===== config.mk =====
export PLATFORM = sky130hd
export DESIGN_NAME = queue_trace
export DESIGN_NICKNAME = d
export VERILOG_FILES = /design/src/rtl/qtrace_pkg.sv /design/src/rtl/qtrace_sync.sv /design/src/rtl/qtrace_ctrl.sv /design/src/rtl/qtrace_dp.sv /design/src/rtl/queue_trace.sv
export SDC_FILE = /design/constraint.sdc
export NUM_CORES = 1
export LEC_CHECK = 0
export BUFFER_PORTS_ARGS = -buffer_cell sky130_fd_sc_hd__buf_2
export CAP_MARGIN = 15
export CORE_MARGIN = 2
export CORE_UTILIZATION = 60
export DETAILED_ROUTE_END_ITERATION = 7
export PLACE_DENSITY = 0.8
export SLEW_MARGIN = 20
export SYNTH_ARGS = -nofsm -noshare
export SYNTH_HDL_FRONTEND = slang
export SYNTH_SLANG_ARGS = --single-unit

===== constraint.sdc =====
create_clock -name clk -period 2.5 [get_ports clk]
set_clock_uncertainty 0.15 [all_clocks]
set_input_delay 0.25 -clock clk [delete_from_list [all_inputs] [get_ports clk]]
set_output_delay 0.25 -clock clk [all_outputs]
set_load 0.005 [all_outputs]

===== src/rtl/qtrace_pkg.sv =====
package qtrace_pkg;

  typedef enum logic [1:0] {
    MV_HOLD      = 2'b00,
    MV_LATCH     = 2'b01,
    MV_ADV_BUS   = 2'b10,
    MV_ADV_LATCH = 2'b11
  } moveCode_e;

  typedef enum logic [1:0] {
    ST_NONE = 2'b00,
    ST_IRQ  = 2'b01,
    ST_EVEN = 2'b10,
    ST_ODD  = 2'b11
  } startCode_e;

  // strobes from control to datapath, each valid for one system clock
  typedef struct packed {
    logic capture;   // falling E: take bus word
    logic latchLoad; // rising E, code 01
    logic advBus;    // rising E, code 10
    logic advLatch;  // rising E, code 11
    logic startIrq;  // falling E, code 01
    logic startEven; // falling E, code 10
    logic startOdd;  // falling E, code 11
  } qStrobe_t;

endpackage


===== src/rtl/qtrace_sync.sv =====
module qtrace_sync #(
  parameter int WIDTH  = 19,
  parameter int STAGES = 2
) (
  input  logic             clk,
  input  logic             rst,
  input  logic [WIDTH-1:0] asyncIn,
  output logic [WIDTH-1:0] syncOut
);

  logic [WIDTH-1:0] chain [STAGES];

  generate
    for (genvar s = 0; s < STAGES; s++) begin : g_stage
      if (s == 0) begin : g_first
        always_ff @(posedge clk) begin
          if (rst) chain[s] <= '0;
          else     chain[s] <= asyncIn;
        end
      end else begin : g_next
        always_ff @(posedge clk) begin
          if (rst) chain[s] <= '0;
          else     chain[s] <= chain[s-1];
        end
      end
    end
  endgenerate

  assign syncOut = chain[STAGES-1];

endmodule


===== src/rtl/qtrace_ctrl.sv =====
module qtrace_ctrl
  import qtrace_pkg::*;
(
  input  logic       clk,
  input  logic       rst,
  input  logic       eSync,
  input  logic [1:0] statSync,
  output qStrobe_t   strb
);

  logic       prevE;
  logic       eRise;
  logic       eFall;
  moveCode_e  moveCode;
  startCode_e startCode;

  always_ff @(posedge clk) begin
    if (rst) prevE <= 1'b0;
    else     prevE <= eSync;
  end

  assign eRise     = eSync & ~prevE;
  assign eFall     = ~eSync & prevE;
  assign moveCode  = moveCode_e'(statSync);
  assign startCode = startCode_e'(statSync);

  always_comb begin
    strb = '0;
    if (eRise) begin
      unique case (moveCode)
        MV_LATCH:     strb.latchLoad = 1'b1;
        MV_ADV_BUS:   strb.advBus    = 1'b1;
        MV_ADV_LATCH: strb.advLatch  = 1'b1;
        default:      ;
      endcase
    end
    if (eFall) begin
      strb.capture = 1'b1;
      unique case (startCode)
        ST_IRQ:  strb.startIrq  = 1'b1;
        ST_EVEN: strb.startEven = 1'b1;
        ST_ODD:  strb.startOdd  = 1'b1;
        default: ;
      endcase
    end
  end

endmodule


===== src/rtl/qtrace_dp.sv =====
module qtrace_dp
  import qtrace_pkg::*;
#(
  parameter int WORD_W = 16,
  localparam int OP_W = WORD_W / 2
) (
  input  logic              clk,
  input  logic              rst,
  input  qStrobe_t          strb,
  input  logic [WORD_W-1:0] busSync,
  output logic [WORD_W-1:0] capWord,
  output logic [WORD_W-1:0] latchWord,
  output logic              latchValid,
  output logic [WORD_W-1:0] headWord,
  output logic              headValid,
  output logic [WORD_W-1:0] tailWord,
  output logic              tailValid,
  output logic              evtValid,
  output logic [OP_W-1:0]   evtOpcode,
  output logic              evtOdd,
  output logic              evtIrq,
  output logic              evtErr
);

  logic              doAdvance;
  logic [WORD_W-1:0] newTail;
  logic              newTailValid;
  logic [OP_W-1:0]   headByte;

  assign doAdvance    = strb.advBus | strb.advLatch;
  assign newTail      = strb.advLatch ? latchWord : capWord;
  assign newTailValid = strb.advLatch ? latchValid : 1'b1;
  assign headByte     = strb.startOdd ? headWord[OP_W-1:0] : headWord[WORD_W-1:OP_W];

  // queue model
  always_ff @(posedge clk) begin
    if (rst) begin
      capWord    <= '0;
      latchWord  <= '0;
      latchValid <= 1'b0;
      headWord   <= '0;
      headValid  <= 1'b0;
      tailWord   <= '0;
      tailValid  <= 1'b0;
    end else begin
      if (strb.capture) capWord <= busSync;
      if (strb.latchLoad) begin
        latchWord  <= capWord;
        latchValid <= 1'b1;
      end
      if (doAdvance) begin
        headWord  <= tailWord;
        headValid <= tailValid;
        tailWord  <= newTail;
        tailValid <= newTailValid;
      end
    end
  end

  // event formatter
  always_ff @(posedge clk) begin
    if (rst) begin
      evtValid  <= 1'b0;
      evtOpcode <= '0;
      evtOdd    <= 1'b0;
      evtIrq    <= 1'b0;
      evtErr    <= 1'b0;
    end else begin
      evtValid  <= 1'b0;
      evtOpcode <= '0;
      evtOdd    <= 1'b0;
      evtIrq    <= 1'b0;
      evtErr    <= 1'b0;
      if (strb.startIrq) begin
        evtValid <= 1'b1;
        evtIrq   <= 1'b1;
      end else if (strb.startEven | strb.startOdd) begin
        if (headValid) begin
          evtValid  <= 1'b1;
          evtOpcode <= headByte;
          evtOdd    <= strb.startOdd;
        end else begin
          evtErr <= 1'b1;
        end
      end
    end
  end

endmodule


===== src/rtl/queue_trace.sv =====
module queue_trace
  import qtrace_pkg::*;
#(
  parameter int WORD_W      = 16,
  parameter int SYNC_STAGES = 2,
  localparam int OP_W   = WORD_W / 2,
  localparam int PACK_W = WORD_W + 3
) (
  input  logic              clk,
  input  logic              rst,
  input  logic              eClk,
  input  logic [1:0]        pipeStat,
  input  logic [WORD_W-1:0] busData,
  output logic              evtValid,
  output logic [OP_W-1:0]   evtOpcode,
  output logic              evtOdd,
  output logic              evtIrq,
  output logic              evtErr
);

  logic [PACK_W-1:0] rawIn;
  logic [PACK_W-1:0] syncIn;
  logic              eSync;
  logic [1:0]        statSync;
  logic [WORD_W-1:0] busSync;
  qStrobe_t          strb;
  logic [WORD_W-1:0] capWord, latchWord, headWord, tailWord;
  logic              latchValid, headValid, tailValid;

  assign rawIn = {eClk, pipeStat, busData};

  qtrace_sync #(.WIDTH(PACK_W), .STAGES(SYNC_STAGES)) u_sync (
    .clk(clk), .rst(rst), .asyncIn(rawIn), .syncOut(syncIn)
  );

  assign eSync    = syncIn[PACK_W-1];
  assign statSync = syncIn[WORD_W+1:WORD_W];
  assign busSync  = syncIn[WORD_W-1:0];

  qtrace_ctrl u_ctrl (
    .clk(clk), .rst(rst), .eSync(eSync), .statSync(statSync), .strb(strb)
  );

  qtrace_dp #(.WORD_W(WORD_W)) u_dp (
    .clk(clk), .rst(rst), .strb(strb), .busSync(busSync),
    .capWord(capWord), .latchWord(latchWord), .latchValid(latchValid),
    .headWord(headWord), .headValid(headValid),
    .tailWord(tailWord), .tailValid(tailValid),
    .evtValid(evtValid), .evtOpcode(evtOpcode), .evtOdd(evtOdd),
    .evtIrq(evtIrq), .evtErr(evtErr)
  );

endmodule


### Word level (Yosys, flattened, before mapping)

Memories as Yosys holds them, arrays and structs flattened.
Cells that the tools add are included.

* flip-flop bits (word level): 80
* memory bits (writable): 38
* bits of input ports: 21
* output and inout bits: 12
* memories: 1

* equal/unequal tests: 3
* muxes and demuxes: 19
* bitwise operators: 10
* reductions and logical operators: 2

Memory list
* u_sync.chain: depth 2, bits a word 19, read ports 2, clocked after memory_dff 0, wr ports 2, RTL line qtrace_sync.sv:11 `logic [WIDTH-1:0] chain [STAGES];`

Operators by type and width (number)
* $mux 19: 2
* $mux 16: 1
* $mux 1: 13
* $mux 8: 1
* $mux 3: 2
* $eq 2x2->1 const B: 2
* $not 1->1: 4
* $or 1x1->1: 4
* $reduce_or 4->1: 1
* $reduce_or 3->1: 1
* $and 1x1->1: 2
* $eq 2x1->1 const B: 1

### Longest topological paths before layout

Gate-level depths: netlist of run 1.

* word-level depth: 6
* mapped depth: 6
* depth with buffers taken out: 3

### Cells and area by module

Synthesis of run 1 repeated with hierarchy kept, for this count alone.

* cell total of the unflattened synthesis: 389
* area total of the unflattened synthesis: 4384.2 um2

By module, submodules not included
* qtrace_dp: times used 1, cells each 299, area each 3060.4 um2, sequential area each 1581.5 um2
* qtrace_sync: times used 1, cells each 80, area each 1212.4 um2, sequential area each 760.7 um2
* qtrace_ctrl: times used 1, cells each 10, area each 111.4 um2, sequential area each 20.0 um2

### Worst setup path before layout of run 1

Ideal clock, no wire load.

* kind: register to register
* from: memory u_sync.chain[1][18]
* to: register u_dp.tailWord[10]
* arrival: 0.974 ns
* data required time: 2.204 ns
* path slack: 1.230 ns
* cell stages (with the launch flop): 5
* path buffers: 2
* clock period less this slack: 1.270 ns
* cells stage by stage: dfxtp_1 -> and3b_1 -> buf_4 -> buf_2 -> a211oi_2

RTL lines
* from (decl): RTL line qtrace_sync.sv:11
* to (signal assigned): RTL line qtrace_dp.sv:54 `tailWord <= newTail;`
* to (decl): RTL line qtrace_dp.sv:16 `output logic [WORD_W-1:0] tailWord,`

==> impl_metrics.ini, run 1 <==
[routing]
drt_first_iter_violations = 198
drt_first_pass_iters = 4
routed_wl_um = 6740
drc = 0
vias = 2809
final_antenna_net_count = 0
routedWlPerCell_um = 12.2
routed_via_density = 5.08

[pwr]
cellInternalPower_mw = 3.64
switching_share_pct = 19.7
p_per_area_nw_per_um2 = 907
p_leak_nw = 1.79
pwr-share-seq_pct = 42.5
irDropWorstVdd_uv = 639
clkPwrFrac_pct = 54.7
p_switching_mw = 0.893
p_comb_share_pct = 2.8

[layout]
final_common_cell = dfxtp_1
final_util_pct = 77.9
multi_input_area_um2 = 1510
nFillCells = 404
diodes = 0
fin_nets = 484
drive_gt1_share_pct = 18.5
syn_to_final_growth_pct = 23.6
final_cell_mix = dfxtp_1, nand2_1, a21oi_1, nor2b_1, buf_2
seq_area_um2 = 2360

[synthesis]
synth.cell_area_um2 = 4050
ys_warn_count = 0
syn_nets = 438
synthCells = 417
ys_seq_area_share_pct = 58.4
ys_seq_elements = 118
avgSynthCellArea_um2 = 9.70
synthDistinctLibCells = 23

[clock_tree]
cts_max_path_buffers = 2
cts-htree-levels = 4
cts_made_buffers = 17
cts_resized = 0
path_clk_slew_ns = 0.06
cts_sinks = 118
clockRootBuffer = clkbuf_8
cts_tree = yes
insertion_delay_ns = 0.50

[placement]
hpwl_um = 3670
place_congestion = 0.767
port_buffers = 32
dp_worst_setup_slack_ns = 0.845

[setup_path]
r2r_cells = 3
worstPathMaxFanout = 17
cp.required_ns = 2.73
rr_endpoint = u_dp.latchWord[15]
worstPathArrival_ns = 1.89
endpoint_kind = flip-flop
worstReg2RegStart = u_sync.chain[1][17]
start_kind = flip-flop
r2r_setup_slack_ns = 0.84
crit_type = flip-flop to flip-flop

[timing]
setup_violations = 0
worst_pin_slew_ns = 0.698
slew_headroom_pct = 53.2
finalHoldViolations = 0
timing.fmax_mhz = 602
min_period_over_period_pct = 66.4
setup_slack_ns = 0.840
slew_viol_final = 0
period_needed_ns = 1.66
tns_ns = 0
rsz0062_at_grt = false

[die]
core-area_um2 = 6420
die-width_um = 86.1
dieArea_um2 = 7410
start_util_pct = 63.0
io_pins = 33
die_h_um = 86.1
rows = 29

[global_routing]
antenna_found_initial = 0
grt_max_degree = 52
grt_use_total_pct = 20.8
grt_pass1_wl_um = 11700
grt_overflow = 0
grt_pass1_vias = 2576

[run_status]
status = finished clean

[worst_hold_path]
hold_path_class = flip-flop to flip-flop
whs_endpoint = u_dp.capWord[13]
min_path_cells = 2
hold_path_startpoint = u_sync.chain[1][13]

[run]
max_cap_viol_count = 0
logic make-up after synthesis:
| logic type | count (synthesis) | synth area share (%) |
|---|---|---|
| AOI/OAI and AO/OA | 68 | 11.7 |
| and+or+nand+nor | 174 | 19.6 |
| DFF | 118 | 58.4 |
| muxes | 24 | 5.94 |
| buffers and inverters | 33 | 4.39 |
flip-flops by register name (all words and copies together), names as in the netlist, 8 cells and up:
register / count
u_dp.capWord: 16
u_dp.evtOpcode: 8
u_dp.headWord: 16
u_dp.latchWord: 16
u_dp.tailWord: 16
u_sync.chain: 38
how the worst max path moves through the flow:
| stage | from | to | slack [ns] | cells after the start |
|---|---|---|---|---|
| after floorplan | u_sync.chain[1][18] | u_dp.tailWord[10] | 1.23 | 4 |
| after global placement | u_sync.chain[1][17] | u_dp.latchWord[9] | 0.90 | 3 |
| after detailed placement | u_sync.chain[1][17] | u_dp.latchWord[13] | 0.84 | 3 |
| after CTS | u_sync.chain[1][17] | u_dp.latchWord[15] | 0.82 | 3 |
| after global routing | u_sync.chain[1][17] | u_dp.latchWord[6] | 0.70 | 3 |
| final | u_sync.chain[1][17] | u_dp.latchWord[15] | 0.84 | 3 |
power groups by stage:
stage | clock network (mW) | logic, mW | registers (mW)
floorplan | 0 | 0.0801 | 1.96
global placement | 0 | 0.0995 | 1.97
detailed placement | 0 | 0.101 | 1.97
CTS | 2.52 | 0.126 | 1.93
global route | 2.61 | 0.141 | 1.93
finish | 2.48 | 0.127 | 1.93
cell type report:
| cell class | instances | area share [%] |
|---|---|---|
| multi-input combinational | 266 | 30.1 |
| clock buffer | 19 | 8.83 |
| tap | 77 | 1.93 |
| clock inverter | 13 | 3.58 |
| inverter | 2 | 0.150 |
| sequential | 118 | 47.2 |
| timing repair buffer | 58 | 8.16 |
critical path: stages, from the launching register on:
cell	delay, ns
dfxtp_1	0.35
nand4bb_1	0.67
nand2_1	0.28
a21oi_1	0.09
layer usage:
layer  up-vias  routed length [um]  track usage, %
met2        65                3330            32.3
met3         7                 294            7.70
met1      1284                3040            25.9
li1       1453                   -               -
met5         -                   0               0
met4         0                  80            9.09
synthesized netlist by cell type, drive strengths merged:
cell | instances | share of area [%]
a211oi | 17 | 5.1
a21oi | 50 | 6.2
a311oi | 1 | 0.37
and3b | 1 | 0.22
and4bb | 1 | 0.31
buf | 23 | 3.5
clkbuf | 8 | 0.74
dfxtp | 118 | 58
inv | 2 | 0.19
mux2i | 24 | 5.9
nand2 | 99 | 9.2
nand2b | 2 | 0.31
nand3b | 1 | 0.19
nand4bb | 1 | 0.28
nor2 | 26 | 2.4
nor2b | 40 | 6.2
nor3 | 1 | 0.12
nor4b | 1 | 0.22
or3 | 1 | 0.15
what timing repair did:
item,in CTS,in global routing
setup buffers,0,0
hold endpoints to repair,40,0
hold buffers,20,0
stage by stage:
stage                     std cells  area, um2  power, mW  hold slack, ns
after floorplan                 417       4050       2.04           0.228
after global placement          501       4180       2.07           0.269
after detailed placement        501       4180       2.07           0.270
after CTS                       553       5000       4.57           0.280
after global routing            553       5000       4.68           0.297
final                           553       5000       4.54           0.278
Note: power is estimated with default switching activity, not from simulation.
==> run 2, diff against run 1 <==
--- a/config.mk
+++ b/config.mk
@@ -8,9 +8,9 @@
 export BUFFER_PORTS_ARGS = -buffer_cell sky130_fd_sc_hd__buf_2
 export CAP_MARGIN = 15
 export CORE_MARGIN = 2
-export CORE_UTILIZATION = 60
+export CORE_UTILIZATION = 58
 export DETAILED_ROUTE_END_ITERATION = 7
-export PLACE_DENSITY = 0.8
+export PLACE_DENSITY = 0.78
 export SLEW_MARGIN = 20
 export SYNTH_ARGS = -nofsm -noshare
 export SYNTH_HDL_FRONTEND = slang
==> constraint.sdc (replaced) <==
create_clock -name clk -period 1.65 [get_ports clk]
set_clock_uncertainty 0.15 [all_clocks]
set_input_delay 0.165 -clock clk [delete_from_list [all_inputs] [get_ports clk]]
set_output_delay 0.165 -clock clk [all_outputs]
set_load 0.005 [all_outputs]
==> impl_metrics.ini, run 2 (synthesis gave the netlist of run 1 again) <==
[placement]
dp.cells = 507
hpwl_um = 3980
dpl_cell_area_um2 = 4240
port_buffers = 32
place_congestion = 0.750

[routing]
drt_first_pass_iters = 5
route.met3.wl_um = 272
dr_wl_met2_um = 3490
top_layer_used = met4
routed_wl_um = 6990
final_antenna_net_count = 0
drt_first_iter_violations = 163
vias = 2841
wl_met1_um = 3140
drc = 0
routed_via_density = 5.08
routedWlPerCell_um = 12.5

[setup_path]
rr_endpoint = u_dp.tailWord[8]
start_kind = flip-flop
r2r_setup_slack_ns = 0.13
cp.required_ns = 1.92
crit_start = u_sync.chain[1][17]
r2r_cells = 4
crit_type = flip-flop to flip-flop
cp-endpoint = u_dp.tailWord[8]
worstPathMaxFanout = 45
endpoint_kind = flip-flop
worstPathArrival_ns = 1.80
worstReg2RegStart = u_sync.chain[1][17]

[global_routing]
antenna_found_initial = 0
grt_pass1_vias = 2719
grt_max_degree = 68
grt_overflow = 0
grt_pass1_wl_um = 12200
grt_use_total_pct = 20.7

[layout]
top_register = u_sync.chain
final_cells = 559
seq_area_um2 = 2360
final_cell_mix = dfxtp_1, nand2_1, a21oi_1, nor2b_1, buf_2
largest_reg_flops = 38
multi_input_area_um2 = 1510
fin_nets = 487
final_common_cell = dfxtp_1
syn_to_final_growth_pct = 25.0
drive_gt1_share_pct = 18.6
nFillCells = 433
finalInstanceArea_um2 = 5060
diodes = 0

[timing]
period_needed_ns = 1.52
rsz0062_at_grt = false
finalHoldViolations = 0
worst_pin_slew_ns = 0.380
slew_viol_final = 0
min_period_over_period_pct = 92.4
slew_headroom_pct = 74.7
timing.fmax_mhz = 656
setup_violations = 0
tns_ns = 0

[die]
io_pins = 33
core-area_um2 = 6760
die-width_um = 87.5
rows = 30
die_h_um = 87.5
dieArea_um2 = 7660
start_util_pct = 59.9

[pwr]
total_power_mw = 6.84
p_per_area_nw_per_um2 = 1350
p_leak_nw = 1.81
irDropWorstVdd_uv = 778

[run_status]
status = finished clean

[clock_tree]
cts_sinks = 118
path_clk_slew_ns = 0.06
cts-htree-levels = 4
cts_max_path_buffers = 2
cts_resized = 0
cts_tree = yes
clockRootBuffer = clkbuf_8
cts_made_buffers = 17
insertion_delay_ns = 0.51

[worst_hold_path]
hold_path_class = primary input to flip-flop

[run]
max_cap_viol_count = 0
run 2: cell count changes in the layout (fill, tap and decap cells not counted), sizes merged:
| cell | before | now |
|---|---|---|
| clkbuf | 19 | 20 |
| buf | 38 | 41 |
| clkinv | 5 | 4 |
run 2: stage by stage:
stage / util, % / setup slack, ns / hold slack, ns
2_1_floorplan: - / 0.380 / 0.143
3_3_place_gp: 62.8 / 0.249 / 0.223
3_5_place_dp: 62.8 / 0.161 / 0.227
4_1_cts: 74.9 / 0.137 / 0.227
5_1_grt: 74.9 / 0.0495 / 0.262
6_report: 74.9 / 0.125 / 0.246
run 2: power by group:
part | switching (mW) | total, mW | internal [mW]
Sequential | 0.0179 | 2.92 | 2.90
Clock | 1.23 | 3.72 | 2.49
Combinational | 0.0985 | 0.202 | 0.104
run 2: worst max-delay path, stage by stage, from the launching register on:
cell and delay, ns:
dfxtp_1 0.41, and3b_2 0.33, buf_12 0.25, nor2_1 0.09
a211oi_2 0.20
run 2: metal layers:
| layer | track usage, % | up-vias |
|---|---|---|
| met5 | 0 | - |
| li1 | - | 1465 |
| met1 | 24.5 | 1310 |
| met2 | 34.1 | 58 |
| met3 | 7.11 | 8 |
| met4 | 9.51 | 0 |
run 2: how the worst min path moves through the flow:
stage	cells after the start	endpoint	from
2_1_floorplan	1	u_sync.chain[0][0]	busData[0]
3_3_place_gp	2	u_sync.chain[0][8]	busData[8]
3_5_place_dp	2	u_sync.chain[0][15]	busData[15]
4_1_cts	3	u_sync.chain[0][15]	busData[15]
5_1_grt	3	u_sync.chain[0][16]	pipeStat[0]
6_report	3	u_sync.chain[0][14]	busData[14]
run 2: final cells by class:
class / count / area share (%)
clock inverter: 12 / 3.51
multi-input combinational: 266 / 29.8
tap: 80 / 1.98
timing repair buffer: 61 / 9.25
clock buffer: 20 / 8.61
inverter: 2 / 0.148
sequential: 118 / 46.7
run 2: repair_timing:
| action | in CTS | in global routing |
|---|---|---|
| buffers inserted | 0 | 0 |
| hold buffers | 20 | 0 |
| endpoints found under the hold margin | 33 | 0 |
| endpoints found under the setup margin | 0 | 0 |
